`src/rtl/vdma_pkg.sv`:
```
package vdma_pkg;

    localparam int REG_AW = 3;

    localparam logic [REG_AW-1:0] REG_CTRL     = 3'd0;
    localparam logic [REG_AW-1:0] REG_GEOM     = 3'd1;
    localparam logic [REG_AW-1:0] REG_BASE_ODD = 3'd2;
    localparam logic [REG_AW-1:0] REG_BASE_EVN = 3'd3;
    localparam logic [REG_AW-1:0] REG_PITCH    = 3'd4;
    localparam logic [REG_AW-1:0] REG_PROT     = 3'd5;

    // control register bit positions
    localparam int CTRL_DIR   = 0;
    localparam int CTRL_FLIP  = 1;
    localparam int CTRL_SWAP  = 2;
    localparam int CTRL_PMODE = 4;

    // geometry register field positions
    localparam int GEOM_LINE_LSB = 0;
    localparam int GEOM_BYTE_LSB = 16;

    localparam int DWORD_W = 32;
    localparam int LANES   = DWORD_W / 8;

    typedef enum logic [1:0] {
        SWAP_NONE = 2'd0,
        SWAP_HALF = 2'd1,
        SWAP_FULL = 2'd2,
        SWAP_RSVD = 2'd3
    } swap_e;

    typedef enum logic [1:0] {
        PROT_OFF    = 2'd0,
        PROT_FLAG   = 2'd1,
        PROT_STOP   = 2'd2,
        PROT_STOP_B = 2'd3
    } prot_e;

endpackage

```
`src/rtl/vdma_cfg_regs.sv`:
```
module vdma_cfg_regs
    import vdma_pkg::*;
#(
    parameter int AW = 32,
    parameter int CW = 12
) (
    input  logic              clk,
    input  logic              rst_n,
    input  logic              we,
    input  logic [REG_AW-1:0] addr,
    input  logic [AW-1:0]     wdata,
    output logic              dir,
    output logic              flip,
    output logic [1:0]        swap,
    output logic [1:0]        pmode,
    output logic [CW-1:0]     nlines,
    output logic [CW-1:0]     nbytes,
    output logic [AW-1:0]     base_odd,
    output logic [AW-1:0]     base_even,
    output logic [AW-1:0]     pitch,
    output logic [AW-1:0]     prot
);

    typedef struct packed {
        logic          dir;
        logic          flip;
        logic [1:0]    swap;
        logic [1:0]    pmode;
        logic [CW-1:0] nlines;
        logic [CW-1:0] nbytes;
        logic [AW-1:0] base_odd;
        logic [AW-1:0] base_even;
        logic [AW-1:0] pitch;
        logic [AW-1:0] prot;
    } cfg_t;

    cfg_t cfg_d, cfg_q;

    always_comb begin
        cfg_d = cfg_q;
        if (we) begin
            unique case (addr)
                REG_CTRL: begin
                    cfg_d.dir   = wdata[CTRL_DIR];
                    cfg_d.flip  = wdata[CTRL_FLIP];
                    cfg_d.swap  = wdata[CTRL_SWAP +: 2];
                    cfg_d.pmode = wdata[CTRL_PMODE +: 2];
                end
                REG_GEOM: begin
                    cfg_d.nlines = wdata[GEOM_LINE_LSB +: CW];
                    cfg_d.nbytes = wdata[GEOM_BYTE_LSB +: CW];
                end
                REG_BASE_ODD: cfg_d.base_odd  = wdata;
                REG_BASE_EVN: cfg_d.base_even = wdata;
                REG_PITCH:    cfg_d.pitch     = wdata;
                REG_PROT:     cfg_d.prot      = wdata;
                default: ;
            endcase
        end
    end

    always_ff @(posedge clk or negedge rst_n) begin
        if (!rst_n) cfg_q <= '0;
        else        cfg_q <= cfg_d;
    end

    assign dir       = cfg_q.dir;
    assign flip      = cfg_q.flip;
    assign swap      = cfg_q.swap;
    assign pmode     = cfg_q.pmode;
    assign nlines    = cfg_q.nlines;
    assign nbytes    = cfg_q.nbytes;
    assign base_odd  = cfg_q.base_odd;
    assign base_even = cfg_q.base_even;
    assign pitch     = cfg_q.pitch;
    assign prot      = cfg_q.prot;

endmodule

```
`src/rtl/vdma_swap.sv`:
```
module vdma_swap
    import vdma_pkg::*;
(
    input  logic [DWORD_W-1:0] din,
    input  logic [1:0]         mode,
    output logic [DWORD_W-1:0] dout
);

    logic [7:0] lane [LANES];
    logic [DWORD_W-1:0] half_sw;
    logic [DWORD_W-1:0] full_sw;

    for (genvar g = 0; g < LANES; g++) begin : g_lane
        assign lane[g] = din[8*g +: 8];
        // swap neighbours inside each 16-bit half
        assign half_sw[8*g +: 8] = lane[g ^ 1];
        // mirror the lanes across the dword
        assign full_sw[8*g +: 8] = lane[LANES-1-g];
    end

    always_comb begin
        unique case (swap_e'(mode))
            SWAP_HALF: dout = half_sw;
            SWAP_FULL: dout = full_sw;
            default:   dout = din;
        endcase
    end

endmodule

```
`src/rtl/vdma_prot.sv`:
```
module vdma_prot
    import vdma_pkg::*;
#(
    parameter int AW = 32
) (
    input  logic [AW-1:0] addr,
    input  logic [AW-1:0] limit,
    input  logic [1:0]    mode,
    output logic          viol,
    output logic          stop
);

    logic crossed;

    assign crossed = addr >= limit;
    assign viol    = (prot_e'(mode) != PROT_OFF) && crossed;
    assign stop    = viol && mode[1];

endmodule

```
`src/rtl/vdma_field_agen.sv`:
```
module vdma_field_agen
    import vdma_pkg::*;
#(
    parameter int AW = 32,
    parameter int CW = 12
) (
    input  logic               clk,
    input  logic               rst_n,
    input  logic               cfg_we,
    input  logic [REG_AW-1:0]  cfg_addr,
    input  logic [AW-1:0]      cfg_wdata,
    input  logic               field_start,
    input  logic               field_odd,
    input  logic               fifo_valid,
    input  logic [DWORD_W-1:0] fifo_data,
    input  logic               fifo_eol,
    output logic               fifo_ready,
    output logic               req_valid,
    input  logic               req_ready,
    output logic               req_write,
    output logic [AW-1:0]      req_addr,
    output logic [LANES-1:0]   req_be,
    output logic [DWORD_W-1:0] req_data,
    input  logic               rsp_valid,
    input  logic [DWORD_W-1:0] rsp_data,
    output logic               out_valid,
    output logic [DWORD_W-1:0] out_data,
    output logic               prot_err
);

    localparam int TW = CW + 1;   // byte total per line, 1..2**CW
    localparam int PW = CW + 2;   // byte position, may overshoot by 3
    localparam logic [PW-1:0] STEP = PW'(LANES);

    // held configuration
    logic          c_dir, c_flip;
    logic [1:0]    c_swap, c_pmode;
    logic [CW-1:0] c_nlines, c_nbytes;
    logic [AW-1:0] c_base_odd, c_base_even, c_pitch, c_prot;

    vdma_cfg_regs #(.AW(AW), .CW(CW)) u_cfg (
        .clk       (clk),
        .rst_n     (rst_n),
        .we        (cfg_we),
        .addr      (cfg_addr),
        .wdata     (cfg_wdata),
        .dir       (c_dir),
        .flip      (c_flip),
        .swap      (c_swap),
        .pmode     (c_pmode),
        .nlines    (c_nlines),
        .nbytes    (c_nbytes),
        .base_odd  (c_base_odd),
        .base_even (c_base_even),
        .pitch     (c_pitch),
        .prot      (c_prot)
    );

    // field state, frozen copy of configuration plus walk position
    typedef struct packed {
        logic               active;
        logic               dir;
        logic               flip;
        logic [1:0]         swap;
        logic [1:0]         pmode;
        logic [CW-1:0]      nlines;
        logic [TW-1:0]      total;
        logic [AW-1:0]      pitch;
        logic [AW-1:0]      prot;
        logic [AW-1:0]      line_addr;
        logic [AW-1:0]      cur_addr;
        logic [PW-1:0]      bpos;
        logic [CW-1:0]      lidx;
        logic               perr;
        logic               req_valid;
        logic               req_write;
        logic [AW-1:0]      req_addr;
        logic [LANES-1:0]   req_be;
        logic [DWORD_W-1:0] req_data;
        logic               out_valid;
        logic [DWORD_W-1:0] out_data;
    } st_t;

    st_t st_d, st_q;

    // datapath helpers
    logic [DWORD_W-1:0] wr_swapped, rd_swapped;
    logic               viol, stop;
    logic [PW-1:0]      total_x, rem, bpos_nx;
    logic               in_line, last_dw, last_line, slot_free;
    logic [AW-1:0]      next_line;
    logic [LANES-1:0]   be_c;

    vdma_swap u_swap_wr (.din(fifo_data), .mode(st_q.swap), .dout(wr_swapped));
    vdma_swap u_swap_rd (.din(rsp_data),  .mode(st_q.swap), .dout(rd_swapped));

    vdma_prot #(.AW(AW)) u_prot (
        .addr  (st_q.cur_addr),
        .limit (st_q.prot),
        .mode  (st_q.pmode),
        .viol  (viol),
        .stop  (stop)
    );

    assign total_x   = PW'(st_q.total);
    assign in_line   = st_q.bpos < total_x;
    assign rem       = total_x - st_q.bpos;
    assign bpos_nx   = st_q.bpos + STEP;
    assign last_dw   = bpos_nx >= total_x;
    assign last_line = st_q.lidx == st_q.nlines;
    assign slot_free = !st_q.req_valid || req_ready;
    assign next_line = st_q.flip ? (st_q.line_addr - st_q.pitch)
                                 : (st_q.line_addr + st_q.pitch);

    always_comb begin
        if (rem >= STEP) begin
            be_c = '1;
        end else begin
            unique case (rem[1:0])
                2'd1:    be_c = 4'b0001;
                2'd2:    be_c = 4'b0011;
                2'd3:    be_c = 4'b0111;
                default: be_c = '1;
            endcase
        end
    end

    // write mode: surplus and idle input is drained, payload waits for the slot
    assign fifo_ready = !st_q.dir && (!st_q.active || !in_line || slot_free);

    function automatic st_t close_line(st_t s);
        st_t r = s;
        if (last_line) begin
            r.active = 1'b0;
        end else begin
            r.lidx      = s.lidx + 1'b1;
            r.line_addr = next_line;
            r.cur_addr  = next_line;
            r.bpos      = '0;
        end
        return r;
    endfunction

    function automatic st_t issue(st_t s, logic wr, logic [DWORD_W-1:0] d);
        st_t r = s;
        r.req_valid = 1'b1;
        r.req_write = wr;
        r.req_addr  = s.cur_addr;
        r.req_be    = be_c;
        r.req_data  = d;
        r.cur_addr  = s.cur_addr + AW'(LANES);
        r.bpos      = bpos_nx;
        if (viol) r.perr = 1'b1;
        return r;
    endfunction

    always_comb begin
        st_d = st_q;

        if (st_q.req_valid && req_ready) st_d.req_valid = 1'b0;

        if (st_q.active && !st_q.dir) begin
            if (fifo_valid && fifo_ready) begin
                if (in_line && stop) begin
                    st_d.perr   = 1'b1;
                    st_d.active = 1'b0;
                end else begin
                    if (in_line) st_d = issue(st_d, 1'b1, wr_swapped);
                    if (fifo_eol) st_d = close_line(st_d);
                end
            end
        end else if (st_q.active && st_q.dir) begin
            if (slot_free) begin
                if (stop) begin
                    st_d.perr   = 1'b1;
                    st_d.active = 1'b0;
                end else begin
                    st_d = issue(st_d, 1'b0, '0);
                    if (last_dw) st_d = close_line(st_d);
                end
            end
        end

        // returning read data
        st_d.out_valid = rsp_valid;
        if (rsp_valid) st_d.out_data = rd_swapped;

        // a new field overrides the walk and loads the held configuration
        if (field_start) begin
            st_d.active    = 1'b1;
            st_d.dir       = c_dir;
            st_d.flip      = c_flip;
            st_d.swap      = c_swap;
            st_d.pmode     = c_pmode;
            st_d.nlines    = c_nlines;
            st_d.total     = TW'(c_nbytes) + TW'(1);
            st_d.pitch     = c_pitch;
            st_d.prot      = c_prot;
            st_d.line_addr = field_odd ? c_base_odd : c_base_even;
            st_d.cur_addr  = field_odd ? c_base_odd : c_base_even;
            st_d.bpos      = '0;
            st_d.lidx      = '0;
            st_d.perr      = 1'b0;
            st_d.req_valid = 1'b0;
        end
    end

    always_ff @(posedge clk or negedge rst_n) begin
        if (!rst_n) st_q <= '0;
        else        st_q <= st_d;
    end

    assign req_valid = st_q.req_valid;
    assign req_write = st_q.req_write;
    assign req_addr  = st_q.req_addr;
    assign req_be    = st_q.req_be;
    assign req_data  = st_q.req_data;
    assign out_valid = st_q.out_valid;
    assign out_data  = st_q.out_data;
    assign prot_err  = st_q.perr;

endmodule

```
`config.mk`:
```
export PLATFORM = sky130hd
export DESIGN_NAME = vdma_field_agen
export DESIGN_NICKNAME = d
export VERILOG_FILES = /design/src/rtl/vdma_pkg.sv /design/src/rtl/vdma_cfg_regs.sv /design/src/rtl/vdma_swap.sv /design/src/rtl/vdma_prot.sv /design/src/rtl/vdma_field_agen.sv
export SDC_FILE = /design/constraint.sdc
export NUM_CORES = 1
export LEC_CHECK = 0
export BUFFER_PORTS_ARGS = -buffer_cell sky130_fd_sc_hd__buf_2
export CAP_MARGIN = 0
export CORE_ASPECT_RATIO = 0.9
export CORE_MARGIN = 2
export CORE_UTILIZATION = 62
export DETAILED_ROUTE_END_ITERATION = 12
export GPL_TIMING_DRIVEN = 0
export PLACE_DENSITY = 0.88
export SLEW_MARGIN = 40
export SYNTH_ARGS = -nofsm -noshare
export SYNTH_HDL_FRONTEND = slang
export SYNTH_SLANG_ARGS = --single-unit
```
`constraint.sdc`:
```
create_clock -name clk -period 9.12 [get_ports clk]
set_clock_uncertainty 0.1 [all_clocks]
set_input_delay 0.912 -clock clk [delete_from_list [all_inputs] [get_ports clk]]
set_output_delay 0.912 -clock clk [all_outputs]
set_load 0.005 [all_outputs]
```
## Word level (Yosys, flattened, before mapping)

Cells that the tools add are included.

| word-level totals | value |
|---|---|
| input port bits | 108 |
| output and inout bits | 105 |
| register bits | 448 |

| operators by class | value |
|---|---|
| equality and inequality tests | 20 |
| magnitude comparators | 4 |
| mux-type cells | 32 |
| reductions and logical operators | 41 |
| add/subtract/negate cells | 8 |

Operators with widths:

| kind | count |
|---|---|
| 2-to-1 mux 290 bit | 9 |
| 2-to-1 mux 185 bit | 2 |
| 2-to-1 mux 103 bit | 2 |
| 2-to-1 mux 188 bit | 1 |
| 2-to-1 mux 90 bit | 2 |
| 2-to-1 mux 162 bit | 1 |
| case mux 32 bit (2 select lines) | 2 |
| 2-to-1 mux 32 bit | 3 |
| adder 32 x 3 -> 32 bit, second input constant | 1 |
| adder 32 bit | 1 |
| greater-or-equal comparator 32 bit | 1 |
| subtractor 32 bit | 1 |
| adder 12 x 1 -> 12 bit, second input constant | 2 |
| AND reduction 5 bit | 3 |
| adder 14 x 3 -> 14 bit, second input constant | 1 |
| greater-or-equal comparator 14 x 13 -> 1 bit | 1 |
| greater-or-equal comparator 14 x 3 -> 1 bit, second input constant | 1 |
| < comparator 14 x 13 -> 1 bit | 1 |
| nonzero test 2 bit | 7 |
| subtractor 13 x 14 -> 14 bit | 1 |
| adder 12 x 1 -> 13 bit, second input constant | 1 |
| == test 12 bit | 1 |
| case mux 4 bit (3 select lines) | 1 |
| AND reduction 2 bit | 6 |
| 19 further kinds | 53 |

## Longest topological paths before layout

Gate-level depths: netlist (run 1).

| depth | value |
|---|---|
| depth after elaboration | 15 |
| depth in mapped cells | 18 |
| mapped depth without buffers | 17 |

## Cells and area by module

From an unflattened synthesis (run 1), not the netlist that was laid out.

| unflattened totals | value |
|---|---|
| cells, all modules | 2500 |
| area total of the unflattened synthesis | 25414.4 sq um |

By module, submodules not included:

| module | seq. area each (sq um) | area an instance (sq um) | cells each | times used |
|---|---|---|---|---|
| vdma_field_agen | 7206.9 | 17123.9 | 1815 | 1 |
| vdma_cfg_regs | 3953.8 | 6183.4 | 340 | 1 |
| vdma_swap | 0.0 | 641.9 | 113 | 2 |
| vdma_prot | 0.0 | 823.3 | 119 | 1 |

## Least setup slack after synthesis (run 1)

Ideal clock, no wire load.

| timing | value |
|---|---|
| kind | reg-to-reg |
| from | reg st_q[231] in the netlist's numbering |
| to | reg st_q[190] in the netlist's numbering |
| stages on the path, launching flop included | 17 |
| arrival time | 4.134 ns |
| slack | 4.762 ns |
| path through | dfrtp_1 or4_1 or2_2 nor4_1 a21oi_1 xnor2_1 ha_1 clkbuf_1 a211oi_1 nand2_1 nor3_1 a21oi_1 a21oi_1 o21ai_0 xnor2_1 o21ai_0 mux2_2 |

| between the ends | value |
|---|---|
| word-level cells in the longest chain between the ends | 9 |

RTL lines:

| item | RTL line | source |
|---|---|---|
| start: declaration | vdma_field_agen.sv:84 | `st_t st_d, st_q;` |
| start signal: assignment | vdma_field_agen.sv:210 | `else st_q <= st_d;` |
| adder 32 bit or subtractor 32 bit (tied branches) | vdma_field_agen.sv:113, vdma_field_agen.sv:112 |  |
| 2-to-1 mux 32 bit * | vdma_field_agen.sv:112 | `assign next_line = st_q.flip ? (st_q.line_addr - st_q.pitch)` |
| 2-to-1 mux 90 bit | vdma_field_agen.sv:133 | `if (last_line) begin` |
| 2-to-1 mux 290 bit | vdma_field_agen.sv:179 | `if (last_dw) st_d = close_line(st_d);` |
| 2-to-1 mux 185 bit | vdma_field_agen.sv:174 | `if (stop) begin` |
| 2-to-1 mux 290 bit | vdma_field_agen.sv:173 | `if (slot_free) begin` |
| 2-to-1 mux 290 bit | vdma_field_agen.sv:172 | `end else if (st_q.active && st_q.dir) begin` |
| 2-to-1 mux 290 bit * | vdma_field_agen.sv:162 | `if (st_q.active && !st_q.dir) begin` |
| 2-to-1 mux 188 bit * | vdma_field_agen.sv:189 | `if (field_start) begin` |

Mark *: on every way between the ends. The rest lies on a longest branch, timed or not. The select of a mux whose other input is x is not followed.
A chain may end at the register's enable or synchronous reset.

## Final worst setup path (run 1)

| timing | value |
|---|---|
| from | reg st_q[237] in the netlist's numbering |
| to | reg st_q[159] in the netlist's numbering |

Same word-level chain as after synthesis.

==> metrics.md, run 1 <==
| Metric | Value |
|---|---|
| Status | finished, final reports clean |
| Post-route clock period utilization | between 50% and 60% |
| Vias in the first global route | between 20000 and 25000 |
| Worst-path maximum fanout | 7 |
| Post-Place Cells | 3266 |
| Pins over their slew limit | 0 |
| # Post-CTS Setup Buffers | 0 |
| Post-Syn Instances | around 2500 |
| Post-Syn Nets | 2723 |
| Deepest clock path buffer count | 3 |
| Worst rel slew slack | 34.42% |
| DRT Pass-1 Iters | 6 |
| Final RePlAce weighted congestion | about 1.0 |
| Initial antenna violation count | 5 |
| Minimum clock period | around 5.5 ns |
| IO buf count | 209 |
| Post-layout instance area | 28720 sq um |
| Async set-or-reset flop fraction in the synthesized netlist | 100.0% |
| DP HPWL | just under 60000 um |
| Hold Fails Final Rpt | 0 |
| Layout cells sized above 1 | between 20 and 30% |
| Avg Inst Size Synth | between 9 and 10 sq um |
| Fin util | between 70% and 80% |
| Root Driver | clkbuf_16 |
| H-Tree Depth | 2 |
| WP data required | about 9.5 ns |
| Largest net degree at the start of global routing | 80 |
| Multi-input gate area | 12350 sq um |
| Synth Flop Type | dfrtp_1 |
| Fmax | around 0.18 GHz |
| Clock tree sinks | ~450 |
| Via density | 6.454 |
| TritonCTS clock tree | built |
| Worst min path class | input port to async pin |
| Routed WL | 80910 um |
| Post-DRT Antenna Nets | 0 |
| FF/Latch Area | roughly 11000 sq um |
| Cell leakage power | roughly 13 nW |
| Wire length per cell | approximately 24 um |
| Clk slew on worst S/H paths | ~0.060 ns |
| Die W | 216.2 um |
| Die boundary height | just under 200 um |
| Die area | around 42000 sq um |
| Finished Layout Cells | about 3400 |
| Core Area | 39710 sq um |
| CP startpoint kind | flop |
| Fin nets | around 3000 |
| Max-Cap Viols | 0 |
| Area after DPL | 27070 sq um |
| FILL cells | around 2900 |
| Site Rows | between 60 and 70 |
| Global-route wire length before repair | roughly 120000 um |
| Worst R2R Start | st_q[237] |
| EDFF count, synth | 0 |
| Post-route DRC | 0 |
| CP Data Arrival Time | about 6 ns |
| Initial Util | between 60% and 70% |
| Reg2reg end | st_q[159] |
| RSZ-0062 raised after global routing | no |
| Tot GR Track Use | a little under two fifths |
| Post-Syn Area | 25120 sq um |
| Top-level I/O count | about 210 |
| Final setup vio count | 0 |
| Grt total ovfl | 0 |
| Reg2Reg Setup Slack | approximately 3.7 ns |
| Worst hold slack | 0.1087 ns |
| Clk Latency, worst-skew pair | roughly 0.6 ns |
| Netlist cell types | between 80 and 90 |
| Area grow syn2layout | 14.33% |
| Num CTS Buffers | between 40 and 50 |
| Setup TNS | 0 ns |
| Actual slew at the worst max-slew pin | just under 1 ns |
| Pwr/cell area | ~310 nW/um^2 |
| Synth warn | 0 |
| VDD IR max | 237.6 uV |
| Routed via count | between 20000 and 25000 |
| CTS resizes | 0 |
| Worst Setup Path Type | flop to flop |
| Worst setup EP type | flop |
| DR iter-0 viols | around 2900 |
| Register bit total from synthesis | 446 |
| Post-CTS Hold Fix Bufs | 0 |
| Worst reg-to-reg path cell count | 17 |
| Post-synthesis sequential area ratio | about 44% |
## routing by layer
metal  GRT usage, %  vias to the layer above  part of all wire [%]  wire [um]
li1               -                     9478                     -          -
met1          50.21                    10540                    40      32120
met4          20.50                        6                   5.6       4566
met3          7.465                      290                   9.5       7726
met2          59.92                     1332                    45      36470
met5              0                        -                 0.037         30
## worst max-delay path, stage by stage (launching register included)
cell	delay, ns
dfrtp_1	0.44
nor4_2	0.46
nand2_1	0.16
or4_1	0.54
nor4_1	0.55
a21oi_1	0.18
xnor2_1	0.21
ha_1	0.26
clkbuf_1	0.19
a21oi_1	0.49
o221ai_1	0.31
a31oi_1	0.24
nand2_1	0.07
o21ai_0	0.14
o211ai_1	0.18
o41ai_2	0.60
a21oi_1	0.09
a21oi_1	0.17
## flip-flops by register name (all words and copies together) (netlist names), 2 cells and up
register and count:
st_q 184, out_data 32, req_addr 32, req_data 32
u_cfg.base_even 32, u_cfg.base_odd 32, u_cfg.pitch 32, u_cfg.prot 32
u_cfg.nbytes 12, u_cfg.nlines 12, req_be 4, u_cfg.pmode 2
u_cfg.swap 2
## kinds of logic (layout without fill, tap and decap cells)
kind of cell             after synthesis  after routing  synth area share, %
AO/OA/AOI/OAI                        635            635                16.17
AND/OR/NAND/NOR                      618            618                11.37
flip-flops                           446            446                44.43
buffers and inverters                329            632                6.620
multiplexers                         301            301                13.38
adder cells (fa/ha/maj)               98             98                4.911
XOR/XNOR                              89             89                3.103
other                                  1              3              0.01493
## Yosys cell counts, types with 10 or more instances
cell,instances,area (sq um)
nor2b_1,13,81.33
and3_1,21,131.4
ha_1,97,1214
o22ai_1,10,62.56
nor4_1,14,87.58
buf_4,100,750.7
inv_1,92,345.3
nand4_1,22,137.6
nor2_1,190,713.2
a21oi_1,135,675.7
o211ai_1,10,75.07
dfrtp_1,446,11160
o31ai_1,13,97.59
a22o_1,35,306.5
xor2_1,29,254.0
a21o_1,23,172.7
a22oi_1,69,518.0
xnor2_1,60,525.5
a31oi_1,38,237.7
a211oi_1,12,90.09
clkbuf_1,90,337.8
nor3_1,31,155.2
o21ai_0,194,970.9
mux2_2,267,3007
nand2b_1,25,156.4
buf_1,19,71.32
nand2_1,194,728.2
o21a_1,11,82.58
nand3_1,63,315.3
mux2i_1,31,310.3
buf_2,24,120.1
## per-stage QoR
step	power, mW	worst slack [ns]
global route	9.451	3.405
finish	8.982	3.654
global placement	6.661	-1.396
CTS	8.878	3.785
detailed placement	6.828	3.872
floorplan	5.554	4.762
## cells in the final DEF, fill, tap and decap left out, types with 10 or more instances in the layout
cell type	instances
o21a_1	11
xor2_1	29
dfrtp_1	446
nand3_1	63
o22ai_1	10
ha_1	97
clkbuf_16	46
nor2_1	190
and3_1	21
inv_1	92
nand4_1	22
o211ai_1	10
a22oi_1	69
nor4_1	12
buf_4	101
a211oi_1	12
a21oi_1	135
clkbuf_8	13
a31oi_1	38
nand2_1	194
o31ai_1	13
buf_2	233
o21ai_0	193
nand2b_1	25
mux2i_1	31
a22o_1	35
xnor2_1	60
nor2b_1	13
buf_1	18
mux2_2	267
a21o_1	23
clkbuf_1	94
nor3_1	29
## area by class of cell
class | instances | area share [%]
diodes | 2 | 0.01743
plain buffers | 236 | 4.592
clock buffers | 66 | 4.723
clock inverters | 19 | 0.9323
inverters | 93 | 1.216
multi-input cells | 1742 | 43.01
flip-flops and latches | 446 | 38.86
well taps | 532 | 2.318
repair buffers | 218 | 4.335
## worst max-delay path by stage
stage              start            to  cells after the start
2_1_floorplan  st_q[231]     st_q[190]                     16
3_3_place_gp       rst_n  out_data[20]                      1
3_5_place_dp   st_q[231]     st_q[160]                     16
4_1_cts        st_q[231]     st_q[160]                     16
5_1_grt        st_q[231]     st_q[190]                     16
6_report       st_q[237]     st_q[159]                     17
## power by group
group | total (mW) | internal, mW | switching [mW]
Clock | 2.03 | 1.19 | 0.842
Sequential | 3.04 | 2.54 | 0.501
Combinational | 3.92 | 1.71 | 2.20
Total | 8.98 | 5.44 | 3.55
Note: power is estimated with default switching activity, not from simulation.
==> run 2, diff against run 1 <==
--- a/config.mk
+++ b/config.mk
@@ -5,14 +5,15 @@
 export SDC_FILE = /design/constraint.sdc
 export NUM_CORES = 1
 export LEC_CHECK = 0
+export ABC_AREA = 1
 export BUFFER_PORTS_ARGS = -buffer_cell sky130_fd_sc_hd__buf_2
 export CAP_MARGIN = 0
 export CORE_ASPECT_RATIO = 0.9
 export CORE_MARGIN = 2
-export CORE_UTILIZATION = 62
+export CORE_UTILIZATION = 61
 export DETAILED_ROUTE_END_ITERATION = 12
 export GPL_TIMING_DRIVEN = 0
-export PLACE_DENSITY = 0.88
+export PLACE_DENSITY = 0.87
 export SLEW_MARGIN = 40
 export SYNTH_ARGS = -nofsm -noshare
 export SYNTH_HDL_FRONTEND = slang
==> constraint.sdc (replaced) <==
create_clock -name clk -period 5.1 [get_ports clk]
set_clock_uncertainty 0.1 [all_clocks]
set_input_delay 0.51 -clock clk [delete_from_list [all_inputs] [get_ports clk]]
set_output_delay 0.51 -clock clk [all_outputs]
set_load 0.005 [all_outputs]
==> run 2 against run 1 <==
Critical path depth is 7 higher. Fmax is 24% higher. Core utilization is 2.3 points lower. Sequential share of layout area is 2.7 points lower. Final area is 7.5% higher. Clock power is 78% higher. First-iteration DRC count is 45% higher. Global-route usage is 2.2 points higher. Combinational power is 72% higher. Synthesized cell count is 53% higher. Power is 74% higher. Critical path type unchanged. Largest cell class unchanged.
==> metrics.md, run 2 <==
| Metric | Value |
|---|---|
| Most numerous cell in the Yosys netlist | nand2_1 |
| Worst-path maximum fanout | 6 (-1) |
| Worst setup EP type | flop |
| Num CTS Buffers | 46 (unchanged) |
| Die boundary height | 204.4 um (+4.8%) |
| Die area | 46310 sq um (+9.9%) |
| H-Tree Depth | 2 (unchanged) |
| Area after DPL | 29230 sq um (+8.0%) |
| Largest reg by FF count | st_q |
| Top-level I/O count | 213 (unchanged) |
| Cell leakage power | 16.58 nW (+27%) |
| # Post-CTS Setup Buffers | 0 (unchanged) |
| Post-Syn Area | 27210 sq um (+8.3%) |
| RSZ-0062 raised after global routing | no |
| Max incr delay on CP | 0.39 ns (-0.21 ns) |
| TritonCTS clock tree | built |
| EDFF count, synth | 0 (unchanged) |
| CTS resizes | 0 (unchanged) |
| Minimum clock period | 4.411 ns (-1.055 ns) |
| VDD IR max | 438.1 uV (+84%) |
| CP most frequent cell | nand2_1 |
| Pins over their slew limit | 0 (unchanged) |
| Register bit total from synthesis | 446 (unchanged) |
| Most frequent cells in the layout | nand2_1 (1182), inv_1 (457), o21ai_0 (455) |
| Leading area contributor after synthesis | dfrtp_1 |
| Synth warn | 0 (unchanged) |
| Hold Fails Final Rpt | 0 (unchanged) |
| Post-route clock period utilization | 86.49% (+27 points) |
| Max-Cap Viols | 0 (unchanged) |
| Post-synthesis sequential area ratio | 41.02% (-3.4 points) |
| CP Buf/Inv Count | 3 (+2) |
| Largest net degree at the start of global routing | 79 (-1.3%) |
| WP data required | 5.48 ns (-4.04 ns) |
| DRT Pass-1 Iters | 9 (+3) |
| FF/Latch Area | 11160 sq um (unchanged) |
| Commonest non-fill, non-tap cell in the layout | nand2_1 |
| CP Cell Sequence | inv_1 -> ha_1 -> nand3_1 -> nor3_1 -> nand2_1 -> inv_1 -> nand4_1 -> nand2_1 -> o21ai_0 -> a21oi_1 -> xor2_1 -> ha_1 -> nand2_1 -> inv_1 -> a21oi_1 -> nand2_1 -> nand2_1 -> nand2_1 -> a21oi_1 -> nand2_1 -> nand4_1 -> nand2_1 -> nand3_1 -> nand2_1 |
| Sequential Power Share | 33.8% (about the same) |
| NetSw | 6.770 mW (+91%) |
| Hold Path Origin | rsp_data[18] |
| DP HPWL | 72140 um (+21%) |
| Die W | 226.6 um (+4.8%) |
| Synth Flop Type | dfrtp_1 |
| Routed via count | 27810 (+28%) |
| Routed WL | 94180 um (+16%) |
| DR iter-0 viols | 4140 (+45%) |
| Ranking of synthesized cells by area | dfrtp_1 (41%), nand2_1 (16%), o21ai_0 (8.4%) |
| Layout cells sized above 1 | 11.22% (-15 points) |
| Worst R2R Start | st_q[226] |
| Initial Util | 61.68% (-1.6 points) |
| Grt total ovfl | 0 (unchanged) |
| Post-DRT Antenna Nets | 0 (unchanged) |
| CP startpoint | st_q[226] |
| Actual slew at the worst max-slew pin | 0.9255 ns (-0.05814 ns) |
| Post-CTS Hold Fix Bufs | 2 (+2) |
| Status | finished, final reports clean |
| Fin nets | 4314 (+44%) |
| Sw frac | 43.38% (+3.9 points) |
| Via density | 5.855 (-9.3%) |
| Root Driver | clkbuf_16 |
| Wire length per cell | 19.83 um (-18%) |
| Critical-path top delay cell | dfrtp_1 |
| Final RePlAce weighted congestion | 1.038 (+4.0%) |
| Family with the most delay on the worst path | simple AND/OR/NAND/NOR gates |
| IO buf count | 212 (+1.4%) |
| Netlist cell types | 46 (-45%) |
| Multi-input gate area | 12820 sq um (+3.8%) |
| Core Area | 44120 sq um (+11%) |
| Tot GR Track Use | 40.32% (+2.2 points) |
| Avg Inst Size Synth | 7.088 sq um (-29%) |
| Worst rel slew slack | 37.65% (+3.2 points) |
| Site Rows | 73 (+5.8%) |
| Global-route wire length before repair | 141300 um (+14%) |
| Combinational Power Share | 43.1% (-0.5 points) |
| Commonest cells post-synth | nand2_1 (1182), inv_1 (457), o21ai_0 (455) |
| FILL cells | 3668 (+28%) |
| Clock tree sinks | 446 (unchanged) |
| Deepest clock path buffer count | 3 (unchanged) |
| Worst min path class | input port to flop |
| Vias in the first global route | 25100 (+18%) |
| Worst Setup Path Type | flop to flop |
| Fmax | 0.2267 GHz (+24%) |
| Async set-or-reset flop fraction in the synthesized netlist | 100.0% (unchanged) |
| Clk network pwr share | 23.1% (+0.5 points) |
| Crit path setup slack, layout | 0.6891 ns (-2.965 ns) |
| Post-Place Setup Slack | 0.8580 ns (-3.014 ns) |
| P_int | 8.836 mW (+63%) |
| Setup TNS | 0 ns (unchanged) |
| Pwr/cell area | 505.5 nW/um^2 (+62%) |
| Top cell type's share of synthesized area | 41.02% (-3.4 points) |
| Fin util | 69.98% (-2.3 points) |
| Post-Syn Nets | 4045 (+49%) |
| Final setup vio count | 0 (unchanged) |
| Max FFs per register | 184 (unchanged) |
| Post-route DRC | 0 (unchanged) |
| Initial antenna violation count | 7 (+2) |
| Clk Latency, worst-skew pair | 0.63 ns (+0.03 ns) |
| Clk slew on worst S/H paths | 0.07 ns (about the same) |
| CP startpoint kind | flop |
| Post-Syn Instances | 3839 (+53%) |
| Area grow syn2layout | 13.45% |
| CP Data Arrival Time | 4.79 ns (-1.08 ns) |
| Post-layout instance area | 30870 sq um (+7.5%) |
[run 2: changes by cell type in the layout (fill, tap and decap cells not counted), sizes merged, moves of 25 or more]
cell / change
mux2: -270
xnor2: -38
nand3: +153
nand2: +994
nand2b: -25
o21ai: +275
nor2: +104
inv: +371
mux2i: -30
a22oi: -70
o22ai: +57
a31oi: -37
a22o: -35
[run 2: final timing paths]
kind	endpoint	slack (ns)	depth (start not counted)
worst max-delay path	st_q[193]	0.69	24
max in group asynchronous	out_data[14]	3.31	5
min in group asynchronous	st_q[171]	0.32	2
worst max register to register	st_q[193]	0.69	24
worst min-delay path	out_data[18]	0.14	3
worst min register to register	req_be[0]	0.37	1
[run 2: routing by layer]
layer / up-vias / track usage [%] / part of all wire [%]
li1: 12710 / - / -
met1: 13000 / 55.09 / 39
met2: 1787 / 58.36 / 42
met3: 317 / 12.52 / 13
met4: 6 / 19.36 / 5.2
met5: - / 0 / 0.098
[run 2: cells by family after synthesis]
kind of cell | after synthesis | synth area share, %
flops | 446 | 41.02
fa+ha+maj | 98 | 4.534
simple gates | 1808 | 27.10
buf+inv | 729 | 11.85
compound gates | 681 | 13.03
xor+xnor | 75 | 2.414
other cells | 1 | 0.01378
mux | 1 | 0.03679
[run 2: cell type report]
cell class              count  share of cell area [%]
flip-flops and latches    446                   36.15
clock inverters            21                   1.025
inverters                 469                   5.711
multi-input cells        2664                   41.54
well taps                 600                   2.432
diodes                      7                 0.05674
plain buffers             260                   4.742
clock buffers              62                   4.183
repair buffers            221                   4.158
[run 2: through the flow]
step	cells	power, mW	hold slack (ns)
2_1_floorplan	3839	9.342	0.1144
3_3_place_gp	4651	11.56	0.3547
3_5_place_dp	4658	11.72	0.3475
4_1_cts	4743	15.33	0.1269
5_1_grt	4746	16.45	0.1454
6_report	4750	15.61	0.1388
[run 2: tightest hold or removal path: cells and delay by family]
kind	cells	cell delay, ns
compound gates	2	0.20
buf+inv	1	0.09
[run 2: power by group through the flow]
stage               Clock, mW  Combinational (mW)  Sequential [mW]
floorplan                   0                4.44             4.90
global placement            0                6.33             5.23
detailed placement          0                6.47             5.25
CTS                      3.59                6.54             5.20
global route             3.72                7.40             5.33
finish                   3.61                6.73             5.27
